File: src/rtl/fstat_pkg.sv
package fstat_pkg;
  typedef enum logic [1:0] {
    ST_IDLE  = 2'd0,
    ST_PROG  = 2'd1,
    ST_ERASE = 2'd2,
    ST_ESUSP = 2'd3
  } op_state_t;

  localparam int BIT_POLL = 7;
  localparam int BIT_TOG  = 6;
  localparam int BIT_ETOG = 2;
endpackage

File: src/rtl/fstat_rst_sync.sv
module fstat_rst_sync #(
  parameter int STAGES = 2
) (
  input  logic clk,
  input  logic rst_n,
  output logic rst_sn
);
  logic [STAGES-1:0] chain_q;

  always_ff @(posedge clk or negedge rst_n) begin
    if (!rst_n) chain_q <= '0;
    else        chain_q <= {chain_q[STAGES-2:0], 1'b1};
  end

  assign rst_sn = chain_q[STAGES-1];
endmodule

File: src/rtl/fstat_addr_map.sv
module fstat_addr_map #(
  parameter int ADDR_W   = 21,
  parameter int SECT_W   = 6,
  parameter int BANK_SEL = 2
) (
  input  logic [ADDR_W-1:0] addr_i,
  output logic              bank_o,
  output logic [SECT_W-1:0] sect_o
);
  localparam int FRAC = (BANK_SEL == 0) ? 1 :
                        (BANK_SEL == 1) ? 8 :
                        (BANK_SEL == 2) ? 16 : 32;
  localparam logic [ADDR_W-1:0] BOUND = ADDR_W'(FRAC) << (ADDR_W - 6);

  always_comb begin
    bank_o = (addr_i >= BOUND);
    sect_o = addr_i[ADDR_W-1 -: SECT_W];
  end
endmodule

File: src/rtl/fstat_ctrl.sv
module fstat_ctrl
  import fstat_pkg::*;
#(
  parameter int N_SECT = 64
) (
  input  logic              clk,
  input  logic              rst_sn,
  input  logic              abort_i,
  input  logic              prog_start_i,
  input  logic              erase_start_i,
  input  logic              op_bank_i,
  input  logic              prog_bit_i,
  input  logic [N_SECT-1:0] erase_sect_i,
  input  logic              op_done_i,
  input  logic              suspend_i,
  input  logic              resume_i,
  output op_state_t         state_o,
  output logic              op_bank_o,
  output logic              prog_bit_o,
  output logic [N_SECT-1:0] sect_mask_o,
  output logic              load_o,
  output logic              ready_o
);
  op_state_t         st_q, st_nx;
  logic              load;
  logic              go_idle;
  logic              mask_en;
  logic [N_SECT-1:0] mask_d;
  logic              bank_q, pbit_q;
  logic [N_SECT-1:0] mask_q;

  always_comb begin
    st_nx = st_q;
    load  = 1'b0;
    if (abort_i) begin
      st_nx = ST_IDLE;
    end else begin
      case (st_q)
        ST_IDLE: begin
          if (prog_start_i) begin
            st_nx = ST_PROG;
            load  = 1'b1;
          end else if (erase_start_i) begin
            st_nx = ST_ERASE;
            load  = 1'b1;
          end
        end
        ST_PROG:  if (op_done_i) st_nx = ST_IDLE;
        ST_ERASE: begin
          if (op_done_i)      st_nx = ST_IDLE;
          else if (suspend_i) st_nx = ST_ESUSP;
        end
        ST_ESUSP: if (resume_i) st_nx = ST_ERASE;
        default:  st_nx = ST_IDLE;
      endcase
    end
  end

  always_comb begin
    go_idle = (st_nx == ST_IDLE) && (st_q != ST_IDLE);
    mask_en = load || go_idle;
    mask_d  = (load && !prog_start_i) ? erase_sect_i : '0;
  end

  always_ff @(posedge clk or negedge rst_sn) begin
    if (!rst_sn) st_q <= ST_IDLE;
    else         st_q <= st_nx;
  end

  always_ff @(posedge clk or negedge rst_sn) begin
    if (!rst_sn) begin
      bank_q <= 1'b0;
      pbit_q <= 1'b0;
    end else if (load) begin
      bank_q <= op_bank_i;
      pbit_q <= prog_bit_i;
    end
  end

  always_ff @(posedge clk or negedge rst_sn) begin
    if (!rst_sn)      mask_q <= '0;
    else if (mask_en) mask_q <= mask_d;
  end

  assign state_o     = st_q;
  assign op_bank_o   = bank_q;
  assign prog_bit_o  = pbit_q;
  assign sect_mask_o = mask_q;
  assign load_o      = load;
  assign ready_o     = !((st_q == ST_PROG) || (st_q == ST_ERASE));

  assert_start_busy_R7: assert property (@(posedge clk) disable iff (!rst_sn)
    (st_q == ST_IDLE && !abort_i && (prog_start_i || erase_start_i)) |=> !ready_o);

  assert_done_ready_R7: assert property (@(posedge clk) disable iff (!rst_sn)
    ((st_q == ST_PROG || st_q == ST_ERASE) && op_done_i) |=> ready_o);

  assert_abort_idle_R11: assert property (@(posedge clk) disable iff (!rst_sn)
    abort_i |=> (ready_o && st_q == ST_IDLE));

  assert_susp_ready_R9: assert property (@(posedge clk) disable iff (!rst_sn)
    (st_q == ST_ERASE && suspend_i && !op_done_i && !abort_i) |=> ready_o);
endmodule

File: src/rtl/fstat_toggle.sv
module fstat_toggle (
  input  logic clk,
  input  logic rst_sn,
  input  logic clr_i,
  input  logic flip6_i,
  input  logic flip2_i,
  output logic tog6_o,
  output logic tog2_o
);
  logic tog6_q, tog2_q;
  logic en6, en2;
  logic d6, d2;

  always_comb begin
    en6 = clr_i || flip6_i;
    en2 = clr_i || flip2_i;
    d6  = clr_i ? 1'b0 : !tog6_q;
    d2  = clr_i ? 1'b0 : !tog2_q;
  end

  always_ff @(posedge clk or negedge rst_sn) begin
    if (!rst_sn)  tog6_q <= 1'b0;
    else if (en6) tog6_q <= d6;
  end

  always_ff @(posedge clk or negedge rst_sn) begin
    if (!rst_sn)  tog2_q <= 1'b0;
    else if (en2) tog2_q <= d2;
  end

  assign tog6_o = tog6_q;
  assign tog2_o = tog2_q;

  assert_clear_tog_R11: assert property (@(posedge clk) disable iff (!rst_sn)
    clr_i |=> (!tog6_o && !tog2_o));
endmodule

File: src/rtl/flash_status_gen.sv
module flash_status_gen
  import fstat_pkg::*;
#(
  parameter int ADDR_W   = 21,
  parameter int DATA_W   = 16,
  parameter int SECT_W   = 6,
  parameter int BANK_SEL = 2,
  localparam int N_SECT  = 1 << SECT_W
) (
  input  logic              clk,
  input  logic              rst_n,
  input  logic              abort_i,
  input  logic              prog_start_i,
  input  logic              erase_start_i,
  input  logic [ADDR_W-1:0] op_addr_i,
  input  logic [DATA_W-1:0] prog_data_i,
  input  logic [N_SECT-1:0] erase_sect_i,
  input  logic              op_done_i,
  input  logic              suspend_i,
  input  logic              resume_i,
  input  logic              rd_strobe_i,
  input  logic [ADDR_W-1:0] rd_addr_i,
  input  logic [DATA_W-1:0] array_data_i,
  output logic [DATA_W-1:0] rd_data_o,
  output logic              ready_o
);
  logic              rst_sn;
  logic              rd_bank, op_bank_in, op_bank;
  logic [SECT_W-1:0] rd_sect, op_sect_unused;
  op_state_t         state;
  logic              prog_bit;
  logic [N_SECT-1:0] sect_mask;
  logic              load;
  logic              tog6, tog2;
  logic              busy_act, bank_hit, sect_hit, use_stat;
  logic              flip6, flip2;
  logic [DATA_W-1:0] stat_word, rd_nx;
  logic [DATA_W-1:0] rd_q;

  fstat_rst_sync #(.STAGES(2)) u_rst (
    .clk    (clk),
    .rst_n  (rst_n),
    .rst_sn (rst_sn)
  );

  fstat_addr_map #(.ADDR_W(ADDR_W), .SECT_W(SECT_W), .BANK_SEL(BANK_SEL)) u_rd_map (
    .addr_i (rd_addr_i),
    .bank_o (rd_bank),
    .sect_o (rd_sect)
  );

  fstat_addr_map #(.ADDR_W(ADDR_W), .SECT_W(SECT_W), .BANK_SEL(BANK_SEL)) u_op_map (
    .addr_i (op_addr_i),
    .bank_o (op_bank_in),
    .sect_o (op_sect_unused)
  );

  fstat_ctrl #(.N_SECT(N_SECT)) u_ctrl (
    .clk           (clk),
    .rst_sn        (rst_sn),
    .abort_i       (abort_i),
    .prog_start_i  (prog_start_i),
    .erase_start_i (erase_start_i),
    .op_bank_i     (op_bank_in),
    .prog_bit_i    (prog_data_i[BIT_POLL]),
    .erase_sect_i  (erase_sect_i),
    .op_done_i     (op_done_i),
    .suspend_i     (suspend_i),
    .resume_i      (resume_i),
    .state_o       (state),
    .op_bank_o     (op_bank),
    .prog_bit_o    (prog_bit),
    .sect_mask_o   (sect_mask),
    .load_o        (load),
    .ready_o       (ready_o)
  );

  fstat_toggle u_tog (
    .clk     (clk),
    .rst_sn  (rst_sn),
    .clr_i   (load || abort_i),
    .flip6_i (flip6),
    .flip2_i (flip2),
    .tog6_o  (tog6),
    .tog2_o  (tog2)
  );

  always_comb begin
    busy_act = (state == ST_PROG) || (state == ST_ERASE);
    bank_hit = (rd_bank == op_bank);
    sect_hit = sect_mask[rd_sect];
    use_stat = (busy_act && bank_hit) || ((state == ST_ESUSP) && sect_hit);
    flip6    = rd_strobe_i && busy_act && bank_hit;
    flip2    = rd_strobe_i && sect_hit &&
               (((state == ST_ERASE) && bank_hit) || (state == ST_ESUSP));
  end

  always_comb begin
    stat_word = '0;
    case (state)
      ST_PROG:  stat_word[BIT_POLL] = !prog_bit;
      ST_ESUSP: stat_word[BIT_POLL] = 1'b1;
      default:  stat_word[BIT_POLL] = 1'b0;
    endcase
    stat_word[BIT_TOG]  = tog6;
    stat_word[BIT_ETOG] = (state == ST_PROG) ? 1'b0 : tog2;
    rd_nx = use_stat ? stat_word : array_data_i;
  end

  always_ff @(posedge clk or negedge rst_sn) begin
    if (!rst_sn)          rd_q <= '0;
    else if (rd_strobe_i) rd_q <= rd_nx;
  end

  assign rd_data_o = rd_q;

  assert_other_bank_R5: assert property (@(posedge clk) disable iff (!rst_sn)
    (rd_strobe_i && busy_act && !bank_hit) |=> (rd_data_o == $past(array_data_i)));

  assert_prog_poll_R3: assert property (@(posedge clk) disable iff (!rst_sn)
    (rd_strobe_i && state == ST_PROG && bank_hit) |=> (rd_data_o[BIT_POLL] != $past(prog_bit)));

  assert_hold_R2: assert property (@(posedge clk) disable iff (!rst_sn)
    !rd_strobe_i |=> $stable(rd_data_o));
endmodule

File: config.mk
export PLATFORM = sky130hd
export DESIGN_NAME = flash_status_gen
export DESIGN_NICKNAME = d
export VERILOG_FILES = /design/src/rtl/fstat_pkg.sv /design/src/rtl/fstat_rst_sync.sv /design/src/rtl/fstat_addr_map.sv /design/src/rtl/fstat_ctrl.sv /design/src/rtl/fstat_toggle.sv /design/src/rtl/flash_status_gen.sv
export SDC_FILE = /design/constraint.sdc
export NUM_CORES = 1
export LEC_CHECK = 0
export ABC_AREA = 1
export BUFFER_PORTS_ARGS = -buffer_cell sky130_fd_sc_hd__buf_2
export CAP_MARGIN = 20
export CORE_AREA = 5 5 141 143
export CTS_CLUSTER_DIAMETER = 200
export DETAILED_ROUTE_END_ITERATION = 8
export DIE_AREA = 0 0 146 148
export PLACE_DENSITY = 0.51
export SETUP_SLACK_MARGIN = 0.3
export SLEW_MARGIN = 20
export SYNTH_ARGS = -nofsm -noshare
export SYNTH_HDL_FRONTEND = slang
export SYNTH_SLANG_ARGS = --single-unit
File: constraint.sdc
create_clock -name clk -period 3.5 [get_ports clk]
set_input_delay 0.175 -clock clk [delete_from_list [all_inputs] [get_ports clk]]
set_output_delay 0.175 -clock clk [all_outputs]
set_load 0.1 [all_outputs]
==> flow_summary.toml <==
[run_status]
status = "finished, final reports clean"

[routing]
drt-initial-drc-count = 166
viasPerCell = 4.33
dr_total_vias = 3898
wl_per_cell_um = 14.4
drt-total-wl_um = 13000
postRouteAntennaNets = 0
first_pass_iters = 5
drc = 0

[timing]
hold_violations = 0
worst_slack_ns = 1.22
relSlewSlack_pct = 55.3
worst_hold_slack_ns = 0.0608
rsz0062_at_grt = "no"
worst_slew_pin_slew_ns = 0.670
fin_tns_setup_ns = 0
maxSlewViolCount = 0
clock.fmax_mhz = 438
setup_viol = 0
fin_skew_ns = 0.00836
period_needed_ns = 2.28
min_period_over_period_pct = 65.3

[power_and_ir_drop]
vdd_ir_drop_max_mv = 0.230
comb_power_share_pct = 37.4
power_frac_seq_pct = 38.5
fin_total_pwr_w = 0.00365
intPower_w = 0.00210
swShare_pct = 42.5
leakage_nw = 2.68
power.density_mw_per_mm2 = 667
power_frac_clock_pct = 24.1
p_sw_w = 0.00155

[setup_path]
critPathMaxFanout = 64
regToRegStartpoint = "u_ctrl.state_o[0]"
crit_path_start_kind = "flop"
crit_type = "flop to flop"
startpoint = "u_ctrl.state_o[0]"
worstPathRequired_ns = 3.69
endpoint_kind = "flop"
crit_arrival_ns = 2.48

[die]
fp.dieH_um = 148
dieWidth_um = 146
num_rows = 50
coreArea_sq_mm = 0.0185
ios = 164
start_util_pct = 24.3
floorplan.die_area_sq_mm = 0.0216

[placement]
portBuffers = 114
place_hpwl_um = 8890
post-place-ws_ns = 1.21
gp_congestion = 0.761

[clocking]
cts_buffer_depth = 2
root_buffer = "clkbuf_16"
numCtsBuffers = 9
clk_latency_ns = 0.34
cts-hold-fix-buffers = 1
cts.htree.levels = 3
cts_tree = "built"
post_cts_buffers = 0
clkSinkCount = 88
cts_resized = 0
path_clk_slew_ns = 0.06

[layout]
num_antenna_cells = 0
layout.nets = 816
drive_gt1_share_pct = 23.1
area_growth_pct = 22.1

[synth]
synth_common_cells = "nand3_1, nand2_1, dfrtp_1"
yosys.cell_count.top_type = "nand3_1"
synth_top_area_cell = "dfrtp_1"
synthArstFlopShare_pct = 100
netlist.area_leader.share_pct = 49.1
postSynthCellCount = 568
synth-seq-cells = 88
ys_types = 26
avgSynthCellArea_sq_um = 7.90
yosys_warnings = 0
synthFlopType = "dfrtp_1"
synth-seq-area-share_pct = 49.1
mappedNetlistArea_sq_mm = 0.00449
synth.net_count = 720
ys_top_cells_by_area = "dfrtp_1, nand3_1, nand2_1, o21ai_0, inv_1"
synth-edff-count = 0

[global_route]
grt_pass1_wl_um = 21400
grt.total_usage_pct = 12.4
grt_pass1_vias = 4060
grt_max_degree = 67
grt_overflow = 0
grt_antenna_before_repair = 0

[hold_path]
hp-start = "prog_data_i[7]"
min_path_type = "primary input to flop"

[run]
cap_violations = 0
==> flip-flops by register name, indices dropped and copies added, names as in the netlist <==
register            count
u_ctrl.state_o          2
u_ctrl.prog_bit_o       1
u_ctrl.op_bank_o        1
rd_data_o              16
u_rst.chain_q           2
u_tog.tog2_o            1
u_ctrl.sect_mask_o     64
u_tog.tog6_o            1
==> metal layers <==
metal	global-route usage (%)	share of wire [%]	vias up
met1	17.0	49	1801
met3	2.05	3.0	10
li1	-	-	2010
met5	0	0	-
met2	19.8	47	77
met4	4.23	1.2	0
==> critical path: stages (launching register included) <==
cell and delay (ns):
dfrtp_1 0.38, inv_1 0.11, ha_1 0.25, o21ai_1 0.17, o21ai_1 0.08, a21oi_1 0.16
a211oi_2 0.08, o31ai_4 0.17, buf_4 0.54, o21ai_0 0.18
==> through the flow <==
stage	instance area (sq um)	utilization [%]	cells
2_1_floorplan	4490	-	568
3_3_place_gp	5210	28.2	886
3_5_place_dp	5210	28.2	886
4_1_cts	5480	29.7	901
5_1_grt	5480	29.7	901
6_report	5480	29.7	901
==> power by group through the flow <==
stage / Clock [W] / Sequential, W / Combinational [W]
floorplan: 0 / 0.00178 / 0.000707
detailed placement: 0 / 0.00143 / 0.00138
finish: 0.000882 / 0.00141 / 0.00136
global placement: 0 / 0.00142 / 0.00137
global route: 0.000963 / 0.00145 / 0.00151
CTS: 0.000922 / 0.00141 / 0.00139
==> cell usage in the layout (no fill, tap or decap) <==
| master | count |
|---|---|
| nor3_1 | 1 |
| buf_4 | 6 |
| dfrtp_4 | 1 |
| inv_4 | 2 |
| nor2_4 | 1 |
| nor3b_1 | 1 |
| o31ai_4 | 1 |
| a211oi_2 | 1 |
| inv_1 | 81 |
| buf_2 | 114 |
| o211ai_1 | 1 |
| conb_1 | 1 |
| clkinv_2 | 1 |
| clkbuf_1 | 1 |
| a21oi_1 | 2 |
| nor2_1 | 8 |
| nand2_1 | 123 |
| nand3_2 | 1 |
| inv_2 | 1 |
| o21ai_2 | 10 |
| clkbuf_8 | 1 |
| nand2_4 | 2 |
| dfrtp_1 | 87 |
| ha_1 | 5 |
| nand2_2 | 1 |
| nand3_1 | 124 |
| dlygate4sd3_1 | 1 |
| o21ai_0 | 68 |
| clkinvlp_4 | 2 |
| clkbuf_16 | 9 |
| xor2_1 | 2 |
| o21ai_1 | 7 |
==> layout make-up <==
class	count	area (sq um)
clock inverters	3	20.0
inverters	84	320
well taps	234	293
flip-flops and latches	88	2210
clock buffers	11	243
fillers	2030	13000
repair buffers	121	626
multi-input cells	360	1770
==> logic make-up after synthesis <==
group           synth area share (%)
simple gates                    26.0
buf+inv                         11.6
compound gates                  11.5
flops                           49.1
fa+ha+maj                       1.39
xor+xnor                       0.390
other cells                   0.0835
==> path summary, 6_finish.rpt <==
| check | to | slack [ns] | cells after the start |
|---|---|---|---|
| max | u_ctrl.sect_mask_o[1] | 1.22 | 9 |
| min | u_ctrl.prog_bit_o | 0.06 | 3 |
| max reg2reg | u_ctrl.sect_mask_o[1] | 1.22 | 9 |
| min reg2reg | u_ctrl.sect_mask_o[35] | 0.31 | 0 |
| max in group asynchronous | u_ctrl.sect_mask_o[10] | 2.44 | 1 |
| min in group asynchronous | u_rst.chain_q[1] | 0.16 | 2 |
(Power assumes the default switching activity.)
